## src/rtl/hdx_pkg.sv

```systemverilog
package hdx_pkg;
   localparam int unsigned ADDR_W = 2;
   typedef enum logic [ADDR_W-1:0] {
      REG_DIR    = 2'd0,
      REG_STATUS = 2'd1,
      REG_TXBUF  = 2'd2,
      REG_RXBUF  = 2'd3
   } reg_sel_e;
   localparam int unsigned STAT_TX_EMPTY = 0;
   localparam int unsigned STAT_RX_FULL  = 1;
   localparam int unsigned STAT_FRM_ERR  = 2;
   localparam int unsigned STAT_BITS     = 3;
endpackage

```

## src/rtl/hdx_strobe_edge.sv

```systemverilog
module hdx_strobe_edge #(
   parameter int unsigned N = 2
) (
   input  logic         clk,
   input  logic         rst_n,
   input  logic [N-1:0] level,
   output logic [N-1:0] lead
);
   logic [N-1:0] prev;

   if (N < 1) begin : g_chk
      $error("hdx_strobe_edge: N must be at least 1");
   end

   for (genvar i = 0; i < N; i++) begin : g_edge
      always_ff @(posedge clk or negedge rst_n) begin
         if (!rst_n) prev[i] <= 1'b0;
         else        prev[i] <= level[i];
      end
      assign lead[i] = level[i] & ~prev[i];
   end
endmodule

```

## src/rtl/hdx_dir_ctrl.sv

```systemverilog
module hdx_dir_ctrl (
   input  logic clk,
   input  logic rst_n,
   input  logic want_tx,
   input  logic tx_idle,
   input  logic rx_idle,
   output logic tx_mode
);
   always_ff @(posedge clk or negedge rst_n) begin
      if (!rst_n) begin
         tx_mode <= 1'b1;
      end else if (tx_mode) begin
         if (!want_tx && tx_idle) tx_mode <= 1'b0;
      end else begin
         if (want_tx && rx_idle) tx_mode <= 1'b1;
      end
   end

   a_r3_hold_while_tx_busy: assert property (@(posedge clk) disable iff (!rst_n)
      ($past(tx_mode) && !$past(tx_idle)) |-> tx_mode);
   a_r4_hold_while_rx_busy: assert property (@(posedge clk) disable iff (!rst_n)
      (!$past(tx_mode) && !$past(rx_idle)) |-> !tx_mode);
endmodule

```

## src/rtl/hdx_link_ctrl.sv

```systemverilog
module hdx_link_ctrl #(
   parameter int unsigned DATA_W = 8
) (
   input  logic              clk,
   input  logic              rst_n,
   input  logic              cs_n,
   input  logic              wr_n,
   input  logic              rd_n,
   input  logic [1:0]        addr,
   input  logic [DATA_W-1:0] wdata,
   output logic [DATA_W-1:0] rdata,
   input  logic              tx_idle,
   input  logic              tx_buf_empty,
   input  logic              rx_idle,
   input  logic              rx_buf_full,
   input  logic              rx_frame_err,
   input  logic [DATA_W-1:0] rx_buf_data,
   output logic              tx_buf_wr,
   output logic              status_rd,
   output logic              rx_buf_rd,
   output logic              drv_en,
   output logic              rcv_en_n
);
   import hdx_pkg::*;

   localparam int unsigned PAD_W = DATA_W - STAT_BITS;

   if (DATA_W < STAT_BITS + 1) begin : g_chk
      $error("hdx_link_ctrl: DATA_W too small for status byte");
   end

   logic       wr_q, rd_q;
   logic [1:0] lead;
   logic       want_tx;
   logic       tx_mode;
   reg_sel_e   sel;

   assign sel  = reg_sel_e'(addr);
   assign wr_q = ~cs_n & ~wr_n;
   assign rd_q = ~cs_n & ~rd_n;

   hdx_strobe_edge #(.N(2)) u_edge (
      .clk   (clk),
      .rst_n (rst_n),
      .level ({rd_q, wr_q}),
      .lead  (lead)
   );

   hdx_dir_ctrl u_dir (
      .clk     (clk),
      .rst_n   (rst_n),
      .want_tx (want_tx),
      .tx_idle (tx_idle),
      .rx_idle (rx_idle),
      .tx_mode (tx_mode)
   );

   always_ff @(posedge clk or negedge rst_n) begin
      if (!rst_n) begin
         want_tx   <= 1'b1;
         tx_buf_wr <= 1'b0;
         status_rd <= 1'b0;
         rx_buf_rd <= 1'b0;
      end else begin
         if (lead[0] && sel == REG_DIR) want_tx <= wdata[0];
         tx_buf_wr <= lead[0] && sel == REG_TXBUF && tx_mode;
         status_rd <= lead[1] && sel == REG_STATUS;
         rx_buf_rd <= lead[1] && sel == REG_RXBUF;
      end
   end

   always_comb begin
      rdata = '0;
      if (rd_q) begin
         unique case (sel)
            REG_DIR:    rdata[0] = want_tx;
            REG_STATUS: rdata = {{PAD_W{1'b0}}, rx_frame_err, rx_buf_full, tx_buf_empty};
            REG_TXBUF:  rdata = '0;
            REG_RXBUF:  rdata = rx_buf_data;
            default:    rdata = '0;
         endcase
      end
   end

   assign drv_en   = tx_mode;
   assign rcv_en_n = tx_mode;

   a_r8_tx_wr_single: assert property (@(posedge clk) disable iff (!rst_n)
      tx_buf_wr |=> !tx_buf_wr);
   a_r9_no_tx_wr_in_rx: assert property (@(posedge clk) disable iff (!rst_n)
      tx_buf_wr |-> $past(drv_en));
   a_r6_status_rd_single: assert property (@(posedge clk) disable iff (!rst_n)
      status_rd |=> !status_rd);
   a_r7_rx_rd_single: assert property (@(posedge clk) disable iff (!rst_n)
      rx_buf_rd |=> !rx_buf_rd);
   a_r3_enter_rx_needs_idle: assert property (@(posedge clk) disable iff (!rst_n)
      $fell(drv_en) |-> ($past(tx_idle) && !$past(want_tx)));
   a_r4_enter_tx_needs_idle: assert property (@(posedge clk) disable iff (!rst_n)
      $rose(drv_en) |-> ($past(rx_idle) && $past(want_tx)));
   a_r10_no_pulse_unselected: assert property (@(posedge clk) disable iff (!rst_n)
      $past(cs_n) |-> !(tx_buf_wr || status_rd || rx_buf_rd));
   a_r1_pins_paired: assert property (@(posedge clk) disable iff (!rst_n)
      drv_en == rcv_en_n);
endmodule

```

## config.mk

```make
export PLATFORM = sky130hd
export DESIGN_NAME = hdx_link_ctrl
export DESIGN_NICKNAME = d
export VERILOG_FILES = /design/src/rtl/hdx_pkg.sv /design/src/rtl/hdx_strobe_edge.sv /design/src/rtl/hdx_dir_ctrl.sv /design/src/rtl/hdx_link_ctrl.sv
export SDC_FILE = /design/constraint.sdc
export NUM_CORES = 1
export LEC_CHECK = 0
export ABC_CLOCK_PERIOD_IN_PS = 1500
export CAP_MARGIN = 25
export CELL_PAD_IN_SITES_DETAIL_PLACEMENT = 0
export CELL_PAD_IN_SITES_GLOBAL_PLACEMENT = 1
export CORE_AREA = 10 10 47 49
export DETAILED_ROUTE_END_ITERATION = 8
export DIE_AREA = 0 0 57 59
export DONT_BUFFER_PORTS = 1
export HOLD_SLACK_MARGIN = 0.05
export PLACE_DENSITY_LB_ADDON = 0.15
export SETUP_SLACK_MARGIN = 0.3
export SYNTH_ARGS = -nofsm -noshare
export SYNTH_HDL_FRONTEND = slang
export SYNTH_HIERARCHICAL = 1
export SYNTH_SLANG_ARGS = --single-unit
```

## constraint.sdc

```tcl
create_clock -name clk -period 1.5 [get_ports clk]
set_input_delay 0.075 -clock clk [delete_from_list [all_inputs] [get_ports clk]]
set_output_delay 0.075 -clock clk [all_outputs]
set_load 0.01 [all_outputs]
```

Yosys cells after proc, flatten, opt, wreduce, memory -nomap -nowiden --
Index checks and enable logic that the tools add are counted.
Word-level totals: register bits after elaboration 7, latch bits 0, memory bits (writable) 0, memory bits (read-only) 0, input bits 28, output and inout port bits 13, logic and storage cells 34, memories 0
Operators by class: add/sub/neg operators 0, multiply operators 0, divide/modulo/power cells 0, $lt $le $gt $ge 0, equal/unequal tests 3, shift operators 0, mux-type cells 6, bitwise gates (word level) 9, reduce and logical (&&, ||, !) cells 9
Operators with widths (number):
- $pmux 7 s2 | 1
- $mux 8 | 1
- $logic_and 1x1->1 | 7
- $not 1->1 | 5
- $and 1x1->1 | 4
- $eq 2x2->1 const B | 2
- $pmux 1 s4 | 1
- $mux 1 | 3
- $eq 2x1->1 const B | 1
- $logic_not 2->1 | 1
- $logic_not 1->1 | 1

Logic depth before layout (Yosys ltp) --
depth in word-level cells 5, depth in mapped cells 4

Hierarchy --
Netlist, hierarchy kept.
Modules (own cells, without submodules):
- hdx_link_ctrl | instances 1, cells each 29, area each 276.5 µm², sequential area each 101.3 µm²
- hdx_strobe_edge | instances 1, cells each 4, area each 77.6 µm², sequential area each 50.0 µm²
- hdx_dir_ctrl | instances 1, cells each 4, area each 43.8 µm², sequential area each 26.3 µm²

Worst setup path before layout --
Ideal clock, no wire load.
path type reg-to-reg, start reg u_edge.prev[0], end reg want_tx, setup time 0.082 ns, arrival 0.946 ns, required time 1.418 ns, setup slack 0.471 ns, stages on the path, launching flop included 4, path buffers 0, clock period less this slack 1.029 ns, path through dfrtp_1 > nor2b_4 > nor3b_2 > mux2_4
Between the ends: cells in the longest elaborated chain, start to end 3
Ends and longest elaborated chain:
- start, declared | RTL line hdx_strobe_edge.sv:9 | logic [N-1:0] prev;
- start signal, assigned by index | RTL line hdx_strobe_edge.sv:18 | else prev[i] <= level[i];
- $not 1->1 | RTL line hdx_strobe_edge.sv:20 | assign lead[i] = level[i] & ~prev[i];
- $and 1x1->1 | RTL line hdx_strobe_edge.sv:20
- net lead[0] | RTL line hdx_link_ctrl.sv:33 | logic [1:0] lead;
- $logic_and 1x1->1 | RTL line hdx_link_ctrl.sv:65 | if (lead[0] && sel == REG_DIR) want_tx <= wdata[0];
- end signal, assigned | RTL line hdx_link_ctrl.sv:65
- end, declared | RTL line hdx_link_ctrl.sv:34 | logic want_tx;
The timed path passes the listed nets, and every way through them passes these cells. A chain may end at the register's enable or synchronous reset.

Final worst setup path --
start reg want_tx, end out rdata[0]
Between the ends: cells in the longest elaborated chain, start to end 2
Ends and longest elaborated chain:
- $pmux 1 s4 | RTL line hdx_link_ctrl.sv:75 | unique case (sel)
- $mux 8 | RTL line hdx_link_ctrl.sv:74 | if (rd_q) begin
- end, declared | RTL line hdx_link_ctrl.sv:11 | output logic [DATA_W-1:0] rdata,
No other way between the ends.

==> out/metrics.json <==
{
  "power_and_ir_drop": {
    "sw_frac_of_total": 0.260,
    "power.share.clock": 0.338,
    "fin_total_pwr_mw": 0.508,
    "static-leakage-power_nw": 0.239,
    "power_frac_seq": 0.483,
    "p_int_mw": 0.376,
    "p_comb_frac": 0.179,
    "psw_mw": 0.132,
    "power_per_cell_area_mw_per_mm2": 983,
    "ir_drop_uv": 507
  },
  "logic_synthesis": {
    "synth_compound_area_frac": 0.0597,
    "netlist_area_um2": 398,
    "synth_top_family_by_area": "simple AND/OR/NAND/NOR gates",
    "post_synthesis_mux_area_share": 0.113,
    "post_synth_num_cell_types": 19,
    "xor_xnor_share_of_the_synthesized_area": 0,
    "synth-seq-cells": 7,
    "postSynthCellCount": 37,
    "mappedNetlistNets": 65,
    "yosys.area_share.adder": 0,
    "synth.avg_cell_area_um2": 10.8,
    "seq_area_frac_synth": 0.447,
    "synthSimpleGateAreaFrac": 0.324,
    "ys_warn_count": 6
  },
  "timing": {
    "final_max_slew_viol_count": 0,
    "rsz0062_at_grt": "true",
    "report.final.hold_viol_count": 2,
    "period_minus_slack_ns": 1.23,
    "timing.hold.ws_ns": -0.117,
    "max_slew_margin": 0.778,
    "min_period_over_period": 0.818,
    "timing.final.setup_violations": 0,
    "worstMarginPinSlew_ns": 0.333,
    "fmaxAchievable_mhz": 815,
    "setup_tns_ns": 0,
    "worst_clock_skew_ns": 0.000532
  },
  "critical_path": {
    "cp.arrival_ns": 1.15,
    "critPathMaxStageDelay_ns": 0.52,
    "critical_path_class": "reg2out",
    "endpoint_kind": "output port",
    "worstPathMaxFanout": 2,
    "timing.critical_path.cells": "nor2b_1 > o21ai_1 > a21oi_2",
    "slowest_stage": "sky130_fd_sc_hd__dfstp_2",
    "cp-start-kind": "flip-flop",
    "worst_ep_required_time_ns": 1.42
  },
  "finish": {
    "finish.net_count": 77,
    "final_cells": 64,
    "fin_util": 0.369,
    "finalInstanceArea_um2": 517,
    "fillerInstances": 148,
    "flow.area_growth_from_synthesis_pct": 29.9,
    "num_antenna_cells": 0,
    "post_route_cells_drive_above_1_share": 0.271
  },
  "detailed_routing": {
    "detail_route.drc_violations": 0,
    "wire_per_inst_um": 16.7,
    "initialDrtViolationCount": 4,
    "totalWireLength_um": 1070,
    "routed_via_density": 4.56,
    "dr_total_vias": 292,
    "ant_nets": 0,
    "detail_route.first_pass.iterations": 3
  },
  "placement": {
    "routability_congestion_estimate_from_global_placement": 0.654,
    "dp.cells": 51,
    "dp_hpwl_um": 884,
    "io_buffer_count": 0,
    "detailed_place.area_um2": 399
  },
  "cts": {
    "ctsLongestPathBuffers": 2,
    "clock-root-buffer": "sky130_fd_sc_hd__clkbuf_4",
    "insertion_delay_ns": 0.25,
    "cts-htree-levels": 1,
    "cts-buffers-inserted": 3,
    "clock_tree_from_tritoncts": "yes",
    "cts.sink_count": 7,
    "clock_transition_at_path_regs_ns": 0.05
  },
  "grt": {
    "grt_max_degree": 10,
    "gr-usage-all-layers": 0.0634,
    "grt_overflow": 0,
    "antenna_found_initial": 0,
    "grt_pass1_wl_um": 1600,
    "first_global_vias": 339
  },
  "die": {
    "die_h_um": 59,
    "full_die_area_mm2": 0.00336,
    "floorplan.io_pins": 41,
    "starting_density": 0.284,
    "die_w_um": 57,
    "std_cell_core_area_mm2": 0.00140,
    "rows": 14
  },
  "min_path": {
    "hold_path.class": "in2reg"
  },
  "job": {
    "number_of_max_cap_violations": 0
  },
  "run_status": {
    "status": "finished, violations left",
    "violated_checks": "hold timing"
  }
}
==> cell usage after synthesis <==
cell,count,area (um^2)
sky130_fd_sc_hd__nor3b_2,1,12.5
sky130_fd_sc_hd__buf_6,1,11.3
sky130_fd_sc_hd__nor2_2,1,6.26
sky130_fd_sc_hd__buf_4,1,7.51
sky130_fd_sc_hd__dfrtp_1,5,125
sky130_fd_sc_hd__nor2b_4,2,27.5
sky130_fd_sc_hd__a21oi_1,2,10.0
sky130_fd_sc_hd__inv_1,1,3.75
sky130_fd_sc_hd__and3_1,2,12.5
sky130_fd_sc_hd__nor2b_1,1,6.26
sky130_fd_sc_hd__nor2_1,4,15.0
sky130_fd_sc_hd__dfstp_2,2,52.6
sky130_fd_sc_hd__and4b_1,1,10.0
sky130_fd_sc_hd__mux2i_1,3,30.0
sky130_fd_sc_hd__a21oi_2,1,8.76
sky130_fd_sc_hd__nand2_1,2,7.51
sky130_fd_sc_hd__and2_1,5,31.3
sky130_fd_sc_hd__mux2_4,1,15.0
sky130_fd_sc_hd__o21ai_0,1,5.00
==> critical path, delay by kind of cell (launching register included) <==
| family | cells | cell delay [ns] |
|---|---|---|
| flops | 1 | 0.52 |
| compound gates | 2 | 0.26 |
| simple gates | 1 | 0.12 |
==> path summary, 6_finish.rpt <==
check	slack [ns]	startpoint	to	cells past startpoint
setup / recovery	0.27	want_tx$_DFFE_PN1P_	rdata[0]	3
hold reg to reg	0.53	u_edge/prev[1]$_DFF_PN0_	status_rd$_DFF_PN0_	3
max in group asynchronous	1.05	rst_n	want_tx$_DFFE_PN1P_	1
hold / removal	-0.12	addr[1]	status_rd$_DFF_PN0_	1
min in group asynchronous	0.16	rst_n	status_rd$_DFF_PN0_	1
setup reg to reg	0.43	u_edge/prev[0]$_DFF_PN0_	want_tx$_DFFE_PN1P_	3
==> cells by family after synthesis <==
| group | Yosys count |
|---|---|
| buffers and inverters | 3 |
| DFF | 7 |
| AOI/OAI and AO/OA | 4 |
| and+or+nand+nor | 19 |
| muxes | 4 |
==> state kept, by name (all words and copies together) (netlist names) <==
name,count
u_edge/prev,2
rx_buf_rd,1
status_rd,1
tx_buf_wr,1
u_dir/tx_mode,1
want_tx,1
==> per-stage QoR <==
step	setup WS (ns)	hold slack, ns
after floorplan	0.471	-0.221
after global placement	0.420	-0.220
after detailed placement	0.427	-0.220
after CTS	0.255	-0.122
after global routing	0.197	-0.130
final	0.273	-0.117
==> cell type report <==
class / count / area (um^2) / share of cell area
clock buffers: 4 / 26.3 / 0.0508
inverters: 1 / 3.75 / 0.00726
multi-input cells: 27 / 201 / 0.390
flip-flops and latches: 7 / 178 / 0.344
well taps: 16 / 20.0 / 0.0387
repair buffers: 9 / 87.6 / 0.169
==> per-layer routing <==
layer	share of wire	up-vias	global-route usage
met4	0	0	0.0201
met3	0.20	0	0.0858
met2	0.46	20	0.0868
li1	-	144	-
met5	0	-	0
met1	0.34	128	0.0529
==> what timing repair did <==
action	in CTS	in global routing
setup endpoints to repair	1	1
hold buffers	7	1
resized for setup	2	0
buffers inserted	1	0
hold endpoints to repair	14	4
==> placed cells by master, fill, tap and decap left out, types with 2 or more instances in the layout <==
cell	count
sky130_fd_sc_hd__dlygate4sd3_1	8
sky130_fd_sc_hd__and2_1	5
sky130_fd_sc_hd__dfrtp_1	5
sky130_fd_sc_hd__nor2_1	4
sky130_fd_sc_hd__mux2i_1	3
sky130_fd_sc_hd__clkbuf_4	3
sky130_fd_sc_hd__and3_1	2
sky130_fd_sc_hd__nand2_1	2
sky130_fd_sc_hd__a21oi_2	2
sky130_fd_sc_hd__dfstp_2	2
sky130_fd_sc_hd__nor2b_4	2
==> power by group through the flow <==
| stage | registers [mW] | logic, mW | clock network (mW) |
|---|---|---|---|
| floorplan | 0.241 | 0.0722 | 0 |
| global placement | 0.253 | 0.0551 | 0 |
| detailed placement | 0.253 | 0.0557 | 0 |
| CTS | 0.246 | 0.0895 | 0.177 |
| global route | 0.249 | 0.0971 | 0.198 |
| finish | 0.245 | 0.0907 | 0.172 |
(Power assumes the default switching activity.)
